## config.mk

```make
export PLATFORM = sky130hd
export DESIGN_NAME = tstamp_counter
export DESIGN_NICKNAME = d
export VERILOG_FILES = /design/src/rtl/tstamp_pkg.sv /design/src/rtl/tstamp_ctrl.sv /design/src/rtl/tstamp_dp.sv /design/src/rtl/tstamp_counter.sv
export SDC_FILE = /design/constraint.sdc
export NUM_CORES = 1
export LEC_CHECK = 0
export BUFFER_PORTS_ARGS = -buffer_cell sky130_fd_sc_hd__buf_2
export CAP_MARGIN = 30
export CORE_ASPECT_RATIO = 1.75
export CORE_MARGIN = 2
export CORE_UTILIZATION = 65
export CTS_CLUSTER_DIAMETER = 50
export DETAILED_ROUTE_END_ITERATION = 6
export GPL_TIMING_DRIVEN = 0
export PLACE_DENSITY = 0.84
export RECOVER_POWER = 50
export SYNTH_ARGS = -nofsm -noshare
export SYNTH_HDL_FRONTEND = slang
export SYNTH_HIERARCHICAL = 1
export SYNTH_SLANG_ARGS = --single-unit
```

## constraint.sdc

```tcl
create_clock -name clk -period 10.41 [get_ports clk]
set_input_delay 1.5615 -clock clk [delete_from_list [all_inputs] [get_ports clk]]
set_output_delay 1.5615 -clock clk [all_outputs]
set_load 0.05 [all_outputs]
```

## src/rtl/tstamp_pkg.sv

```systemverilog
package tstamp_pkg;

  localparam int REG_ADDR_W = 2;

  localparam logic [REG_ADDR_W-1:0] ADDR_TIME_LO = 2'd0;
  localparam logic [REG_ADDR_W-1:0] ADDR_TIME_HI = 2'd1;
  localparam logic [REG_ADDR_W-1:0] ADDR_INC_CFG = 2'd2;

  // Strobes from control to datapath, one clock wide.
  typedef struct packed {
    logic tick;     // prescaler boundary: add the active step
    logic load;     // write of high half: load {data, staged low}
    logic stageWr;  // write of low half: stage the value
    logic snapLow;  // read of low half: capture high into shadow
    logic rdEn;     // any read: update the read data register
  } tsStrobes_t;

  typedef enum logic [1:0] {
    RD_LOW  = 2'd0,
    RD_HIGH = 2'd1,
    RD_INC  = 2'd2,
    RD_ZERO = 2'd3
  } tsReadSel_e;

endpackage

```

## src/rtl/tstamp_ctrl.sv

```systemverilog
module tstamp_ctrl
  import tstamp_pkg::*;
#(
  parameter int PERIOD_W = 8,
  parameter int VALUE_W  = 24
) (
  input  logic                        clk,
  input  logic                        rst,
  input  logic                        regWrEn,
  input  logic                        regRdEn,
  input  logic [REG_ADDR_W-1:0]       regAddr,
  input  logic [PERIOD_W+VALUE_W-1:0] incWrData,
  output tsStrobes_t                  strobes,
  output tsReadSel_e                  rdSel,
  output logic [PERIOD_W+VALUE_W-1:0] incCfg,
  output logic [VALUE_W-1:0]          actValue
);

  localparam int INC_W = PERIOD_W + VALUE_W;

  logic [PERIOD_W-1:0] actPeriod;
  logic [PERIOD_W-1:0] preCnt;
  logic [PERIOD_W-1:0] lastIdx;
  logic                wrLow;
  logic                wrHigh;
  logic                wrInc;
  logic                boundary;

  // Address decode
  always_comb begin
    wrLow  = regWrEn && (regAddr == ADDR_TIME_LO);
    wrHigh = regWrEn && (regAddr == ADDR_TIME_HI);
    wrInc  = regWrEn && (regAddr == ADDR_INC_CFG);
    unique case (regAddr)
      ADDR_TIME_LO: rdSel = RD_LOW;
      ADDR_TIME_HI: rdSel = RD_HIGH;
      ADDR_INC_CFG: rdSel = RD_INC;
      default:      rdSel = RD_ZERO;
    endcase
  end

  // A period field of zero behaves like a period of one
  assign lastIdx  = (actPeriod == '0) ? '0 : actPeriod - 1'b1;
  assign boundary = (preCnt == lastIdx);

  always_comb begin
    strobes         = '0;
    strobes.tick    = boundary && !wrHigh;
    strobes.load    = wrHigh;
    strobes.stageWr = wrLow;
    strobes.snapLow = regRdEn && (regAddr == ADDR_TIME_LO);
    strobes.rdEn    = regRdEn;
  end

  // Programmed configuration
  always_ff @(posedge clk) begin
    if (rst) begin
      incCfg <= '0;
    end else if (wrInc) begin
      incCfg <= incWrData;
    end
  end

  // Prescaler and the active copy of the configuration, reloaded at each boundary
  always_ff @(posedge clk) begin
    if (rst) begin
      preCnt    <= '0;
      actPeriod <= '0;
      actValue  <= '0;
    end else if (wrHigh) begin
      preCnt <= '0;
    end else if (boundary) begin
      preCnt    <= '0;
      actPeriod <= incCfg[INC_W-1 -: PERIOD_W];
      actValue  <= incCfg[VALUE_W-1:0];
    end else begin
      preCnt <= preCnt + 1'b1;
    end
  end

  AST_PRESCALE_RANGE: assert property (@(posedge clk) disable iff (rst)
    preCnt <= lastIdx);
  AST_INC_WRITE: assert property (@(posedge clk) disable iff (rst)
    wrInc |=> (incCfg == $past(incWrData)));
  AST_INC_NO_RESTART: assert property (@(posedge clk) disable iff (rst)
    (wrInc && !wrHigh && !boundary) |=> (preCnt == $past(preCnt) + 1'b1));

endmodule

```

## src/rtl/tstamp_dp.sv

```systemverilog
module tstamp_dp
  import tstamp_pkg::*;
#(
  parameter int TIME_W  = 64,
  parameter int DATA_W  = 32,
  parameter int VALUE_W = 24
) (
  input  logic               clk,
  input  logic               rst,
  input  tsStrobes_t         strobes,
  input  tsReadSel_e         rdSel,
  input  logic [DATA_W-1:0]  wrData,
  input  logic [DATA_W-1:0]  incCfg,
  input  logic [VALUE_W-1:0] actValue,
  output logic [DATA_W-1:0]  rdData
);

  localparam int HI_W = TIME_W - DATA_W;

  logic [TIME_W-1:0] timeReg;
  logic [DATA_W-1:0] stageLow;
  logic [HI_W-1:0]   shadowHi;
  logic [DATA_W-1:0] rdNext;

  // Time counter; overflow wraps modulo 2^TIME_W
  always_ff @(posedge clk) begin
    if (rst) begin
      timeReg <= '0;
    end else if (strobes.load) begin
      timeReg <= {wrData[HI_W-1:0], stageLow};
    end else if (strobes.tick) begin
      timeReg <= timeReg + TIME_W'(actValue);
    end
  end

  always_ff @(posedge clk) begin
    if (rst) begin
      stageLow <= '0;
    end else if (strobes.stageWr) begin
      stageLow <= wrData;
    end
  end

  always_ff @(posedge clk) begin
    if (rst) begin
      shadowHi <= '0;
    end else if (strobes.snapLow) begin
      shadowHi <= timeReg[TIME_W-1:DATA_W];
    end
  end

  always_comb begin
    unique case (rdSel)
      RD_LOW:  rdNext = timeReg[DATA_W-1:0];
      RD_HIGH: rdNext = DATA_W'(shadowHi);
      RD_INC:  rdNext = incCfg;
      default: rdNext = '0;
    endcase
  end

  always_ff @(posedge clk) begin
    if (rst) begin
      rdData <= '0;
    end else if (strobes.rdEn) begin
      rdData <= rdNext;
    end
  end

  AST_HOLD_BETWEEN: assert property (@(posedge clk) disable iff (rst)
    (!strobes.tick && !strobes.load) |=> $stable(timeReg));
  AST_NO_BACKSTEP: assert property (@(posedge clk) disable iff (rst)
    !strobes.load |=> ((timeReg >= $past(timeReg)) ||
                       (timeReg < (TIME_W'(1) << VALUE_W))));
  AST_SHADOW_HOLD: assert property (@(posedge clk) disable iff (rst)
    !strobes.snapLow |=> $stable(shadowHi));
  AST_STAGE_HOLD: assert property (@(posedge clk) disable iff (rst)
    !strobes.stageWr |=> $stable(stageLow));
  AST_RD_HOLD: assert property (@(posedge clk) disable iff (rst)
    !strobes.rdEn |=> $stable(rdData));

endmodule

```

## src/rtl/tstamp_counter.sv

```systemverilog
module tstamp_counter
  import tstamp_pkg::*;
#(
  parameter int TIME_W   = 64,
  parameter int DATA_W   = 32,
  parameter int PERIOD_W = 8
) (
  input  logic                  clk,
  input  logic                  rst,
  input  logic                  regWrEn,
  input  logic                  regRdEn,
  input  logic [REG_ADDR_W-1:0] regAddr,
  input  logic [DATA_W-1:0]     regWrData,
  output logic [DATA_W-1:0]     regRdData
);

  localparam int VALUE_W = DATA_W - PERIOD_W;

  tsStrobes_t         strobes;
  tsReadSel_e         rdSel;
  logic [DATA_W-1:0]  incCfg;
  logic [VALUE_W-1:0] actValue;

  tstamp_ctrl #(
    .PERIOD_W(PERIOD_W),
    .VALUE_W (VALUE_W)
  ) i_ctrl (
    .clk      (clk),
    .rst      (rst),
    .regWrEn  (regWrEn),
    .regRdEn  (regRdEn),
    .regAddr  (regAddr),
    .incWrData(regWrData),
    .strobes  (strobes),
    .rdSel    (rdSel),
    .incCfg   (incCfg),
    .actValue (actValue)
  );

  tstamp_dp #(
    .TIME_W (TIME_W),
    .DATA_W (DATA_W),
    .VALUE_W(VALUE_W)
  ) i_dp (
    .clk     (clk),
    .rst     (rst),
    .strobes (strobes),
    .rdSel   (rdSel),
    .wrData  (regWrData),
    .incCfg  (incCfg),
    .actValue(actValue),
    .rdData  (regRdData)
  );

  AST_STROBE_EXCL: assert property (@(posedge clk) disable iff (rst)
    $onehot0({strobes.tick, strobes.load}));

endmodule

```

== Word-level counts from Yosys, hierarchy flattened ==
Index checks and enable logic that the tools add are counted.
Widths: inputs -> output; s select.

* Input bits: 38
* Bits in writable memories: 0
* Memories kept: 0
* Register bits: 232
* Bits in latches: 0
* Memory bits (read-only): 0
* Logic and storage cells: 34
* Output and inout port bits: 32

* Mux-type cells: 5
* Divide/modulo/power cells: 0
* Bitwise gates (word level): 1
* Equality and inequality tests: 5
* $add $sub $neg: 3
* Order comparisons: 0
* Reductions and logical operators: 12
* Multipliers: 0
* Shift operators: 0

{| class="wikitable"
|+ Operators with widths
! operator !! number
|-
| $mux 64 || 2
|-
| $pmux 32 s3 || 1
|-
| $add 64x24->64 || 1
|-
| $add 8x1->8 const B || 1
|-
| $eq 8x8->1 || 1
|-
| $logic_not 8->1 || 1
|-
| $mux 8 || 1
|-
| $sub 8x1->8 const B || 1
|-
| $pmux 2 s3 || 1
|-
| $logic_and 1x1->1 || 5
|-
| $eq 2x1->1 const B || 2
|-
| $eq 2x2->1 const B || 2
|-
| $logic_not 2->1 || 2
|-
| $reduce_or 3->1 || 1
|-
| $reduce_and 2->1 || 1
|-
| $reduce_bool 2->1 || 1
|-
| $logic_not 1->1 || 1
|-
| $not 1->1 || 1
|}

== Depth between registers and ports, before layout ==
* Depth in word-level cells: 6
* Mapped depth: 16
* Mapped depth without buffers: 14

== By module ==
The synthesis kept the hierarchy.

{| class="wikitable"
|+ Modules (own cells, without submodules)
! module !! area an instance (um^2) !! sequential area each (um^2) !! times used !! cells each
|-
| tstamp_dp || 8,883.5 || 3,203.1 || 1 || 1,072
|-
| tstamp_ctrl || 3,323.2 || 1,441.4 || 1 || 385
|}

== Worst setup path after synthesis ==
No wires, ideal clock.

* Kind: in2reg
* From: input port regAddr[0]
* To: register i_dp.timeReg[51]
* Arrival time: 3.907 ns
* Setup slack: 6.412 ns
* Data required time: 10.319 ns
* Stages on the path: 10
* Cell sequence: and3b_1 > clkbuf_1 > nor3_4 > buf_6 > nand3_1 > nor3_2 > nand2_1 > or3_1 > or4_1 > a311oi_1

{| class="wikitable"
|+ RTL lines
! what !! line !! source
|-
| start, declared || tstamp_counter.sv:12 || <nowiki>input logic [REG_ADDR_W-1:0] regAddr,</nowiki>
|-
| end signal, assigned || tstamp_dp.sv:30 || <nowiki>timeReg <= {wrData[HI_W-1:0], stageLow};</nowiki>
|-
| end signal, assigned || tstamp_dp.sv:32 || <nowiki>timeReg <= timeReg + TIME_W'(actValue);</nowiki>
|-
| end, declared || tstamp_dp.sv:20 || <nowiki>logic [TIME_W-1:0] timeReg;</nowiki>
|}

==> out/qor.yml <==
run_status:
  status: "complete, no violations"
cts:
  clockBufferDepth: 3
  postCtsSetupBuffers: 0
  cts_made_buffers: 23
  cts_tree: "built"
  htreeDepth: 1
  cts.sink_count: 232
  clkTransAtPathRegs_ns: 0.07
  clk_latency_ns: 0.52
  cts_resized: 0
  cts_hold_buf: 0
  cts_root_buf: "clkbuf_16"
detailed_routing:
  post-route-drc-count: 0
  first_iter_violations: 1158
  postRouteWirelength_mm: 43.7
  wl_per_cell_um: 24.2
  dr.pass1.iters: 5
  vias: 11883
  antenna_left: 0
  via_per_inst: 6.58
hold_path:
  hp-class: "reg2reg"
sta:
  fmax_mhz: 164
  tns_ns: 0
  final.min_clock_period_ns: 6.09
  fin_worst_skew_ns: 0.0185
  setup_viol: 0
  tightest_slew_ns: 1.16
  setup_ws_ns: 4.32
  post-route-period-util_pct: 58.5
  drv_slew: 0
  relSlewSlack_pct: 22.3
  hold_viol: 0
  rsz0062_at_grt: "no"
global_routing:
  grt_pass1_vias: 11707
  overflow: 0
  grt_pass1_wl_mm: 65.4
  antenna_found_initial: 0
  track_usage_pct: 43.5
  grt_max_degree: 16
yosys:
  synth_seq_cells: 232
  yosysSeqAreaShare_pct: 38.0
  synth_area_per_cell_um2: 8.38
  synth_top_area_share_pct: 38.0
  syn_area_um2: 12200
  synth_top_cell_by_area: "dfxtp_1"
  synth_edf_count: 0
  synth_flop_cell: "dfxtp_1"
  syn-num-nets: 1522
  ys_types: 86
  yosysWarnings: 6
  syn_inst: 1457
  synth_async_sr_flop_share_pct: 0
  synth_area_leaders: "dfxtp_1 (38%), mux2i_1 (11%), nor2_1 (6.4%)"
floorplanning:
  dieWidth_um: 108
  coreArea_um2: 18500
  rows: 66
  start_util_pct: 66.0
  die-area_um2: 19900
  die_h_um: 185
  io_pins: 70
worst_setup_path:
  critical_path.endpoint_type: "flop"
  critPathArrivalTime_ns: 6.51
  cp.required_ns: 10.83
  critPathKind: "reg2reg"
  rrSetupSlack_ns: 4.32
  startpoint_type: "flop"
  critPathMaxFanout: 11
layout:
  fin_util_pct: 73.4
  syn2layout_area_growth_pct: 11.2
  register_area_um2: 4640
  drive_gt1_share_pct: 7.28
  fill_cells: 1453
  multiInputGateArea_um2: 6980
  diodes: 0
  layout.nets: 1616
  final_area_um2: 13600
power:
  p_leak_nw: 5.03
  power.density_nw_per_um2: 194
  p_total_w: 0.00263
  ir_drop_v: 0.000150
job:
  cap_violations: 0
placed_design:
  gp_congestion: 0.973
  port_buffers: 69
  placed_area_um2: 12800
  pre_cts_slack_ns: 5.39
  dpl.hpwl_mm: 33.1
sequential cells by signal, summed over array words and instances (netlist names):
name and cells:
i_dp/rdData 32, i_ctrl/actValue 24, i_dp/stageLow 32, i_dp/timeReg 64, i_dp/shadowHi 32, i_ctrl/preCnt 8
i_ctrl/incCfg 32, i_ctrl/actPeriod 8
report_power, final:
group | leakage (nW) | switching [W] | internal (W) | total, W
Combinational | 2.76 | 0.000499 | 0.000262 | 0.000762
Sequential | 1.89 | 0.0000543 | 0.000943 | 0.000997
Clock | 0.382 | 0.000362 | 0.000512 | 0.000873
cell usage after synthesis, drive strengths merged (6+ instances only):
cell type  number
dfxtp         232
nor2          207
mux2i         133
nand2         118
a21oi         110
clkbuf         81
nand2b         73
a211oi         58
buf            32
o21ai          32
nand3          31
nor3           31
ha             26
inv            22
nand4          21
a311oi         19
and3           18
or3            17
or4            16
xnor2          16
a21o           12
o31ai          11
a2111oi         9
nor4            9
a31oi           8
and4            8
nor2b           8
xor2            8
o211ai          7
o21a            7
nand3b          6
nor3b           6
cell usage in the layout (no fill, tap or decap), types with 11 or more instances in the layout:
master,count
clkbuf_1,125
ha_1,26
a311oi_1,19
inv_1,22
nor2_1,207
nand2_1,118
dfxtp_1,232
nand2b_1,72
nand3_1,30
a21oi_1,109
clkbuf_16,23
or3_1,16
a21o_1,11
nand4_1,20
nor3_1,29
o21ai_0,30
or4_1,16
o31ai_1,11
mux2i_1,133
and3_1,18
a211oi_1,56
buf_2,43
xnor2_1,16
cell families after synthesis:
family          Yosys count  synth area share (%)
xor+xnor                 24                  1.72
compound gates          318                  17.9
mux                     135                  11.1
buf+inv                 135                  4.60
simple gates            586                  23.8
fa+ha+maj                27                  2.83
flops                   232                  38.0
final cells by class:
class | instances | area share [%]
multi-input cells | 1090 | 51.4
plain buffers | 113 | 3.53
repair buffers | 69 | 2.23
inverters | 22 | 0.608
flip-flops and latches | 232 | 34.2
clock inverters | 10 | 1.04
clock buffers | 31 | 4.76
well taps | 238 | 2.19
per-layer routing:
metal | vias to the layer above | global-route usage (%) | wire length (µm)
met1 | 5600 | 46.5 | 15300
met2 | 640 | 74.3 | 21000
met4 | 0 | 34.5 | 4040
met3 | 232 | 7.64 | 3490
met5 | - | 0 | 0
li1 | 5411 | - | -
worst max-delay path, cell delays in order, from the launching register on:
cell and delay (ns):
dfxtp_1 0.36, inv_1 0.13, ha_1 0.29, nor3b_1 0.69
a32oi_1 0.22, o32ai_1 0.34, o2111ai_1 0.31, nor3_1 1.00
buf_6 0.30, clkbuf_1 0.38, and3_1 0.37, nand3_1 0.14
a31oi_1 0.36, nor2_1 0.28, or4_1 0.51, a311oi_1 0.30
through the flow:
| step | hold WS, ns | std cells |
|---|---|---|
| after detailed placement | 0.467 | 1764 |
| after floorplan | 0.445 | 1457 |
| final | 0.477 | 1805 |
| after global routing | 0.495 | 1805 |
| after CTS | 0.476 | 1805 |
| after global placement | 0.461 | 1764 |
final timing paths:
check	cells after the start	start	endpoint
setup / recovery	15	i_ctrl/actPeriod[0]	i_dp/timeReg[48]
hold / removal	2	i_ctrl/incCfg[5]	i_ctrl/incCfg[5]
setup reg to reg	15	i_ctrl/actPeriod[0]	i_dp/timeReg[48]
hold reg to reg	2	i_ctrl/incCfg[5]	i_ctrl/incCfg[5]
No activity file was read; power rests on OpenSTA's default activity.
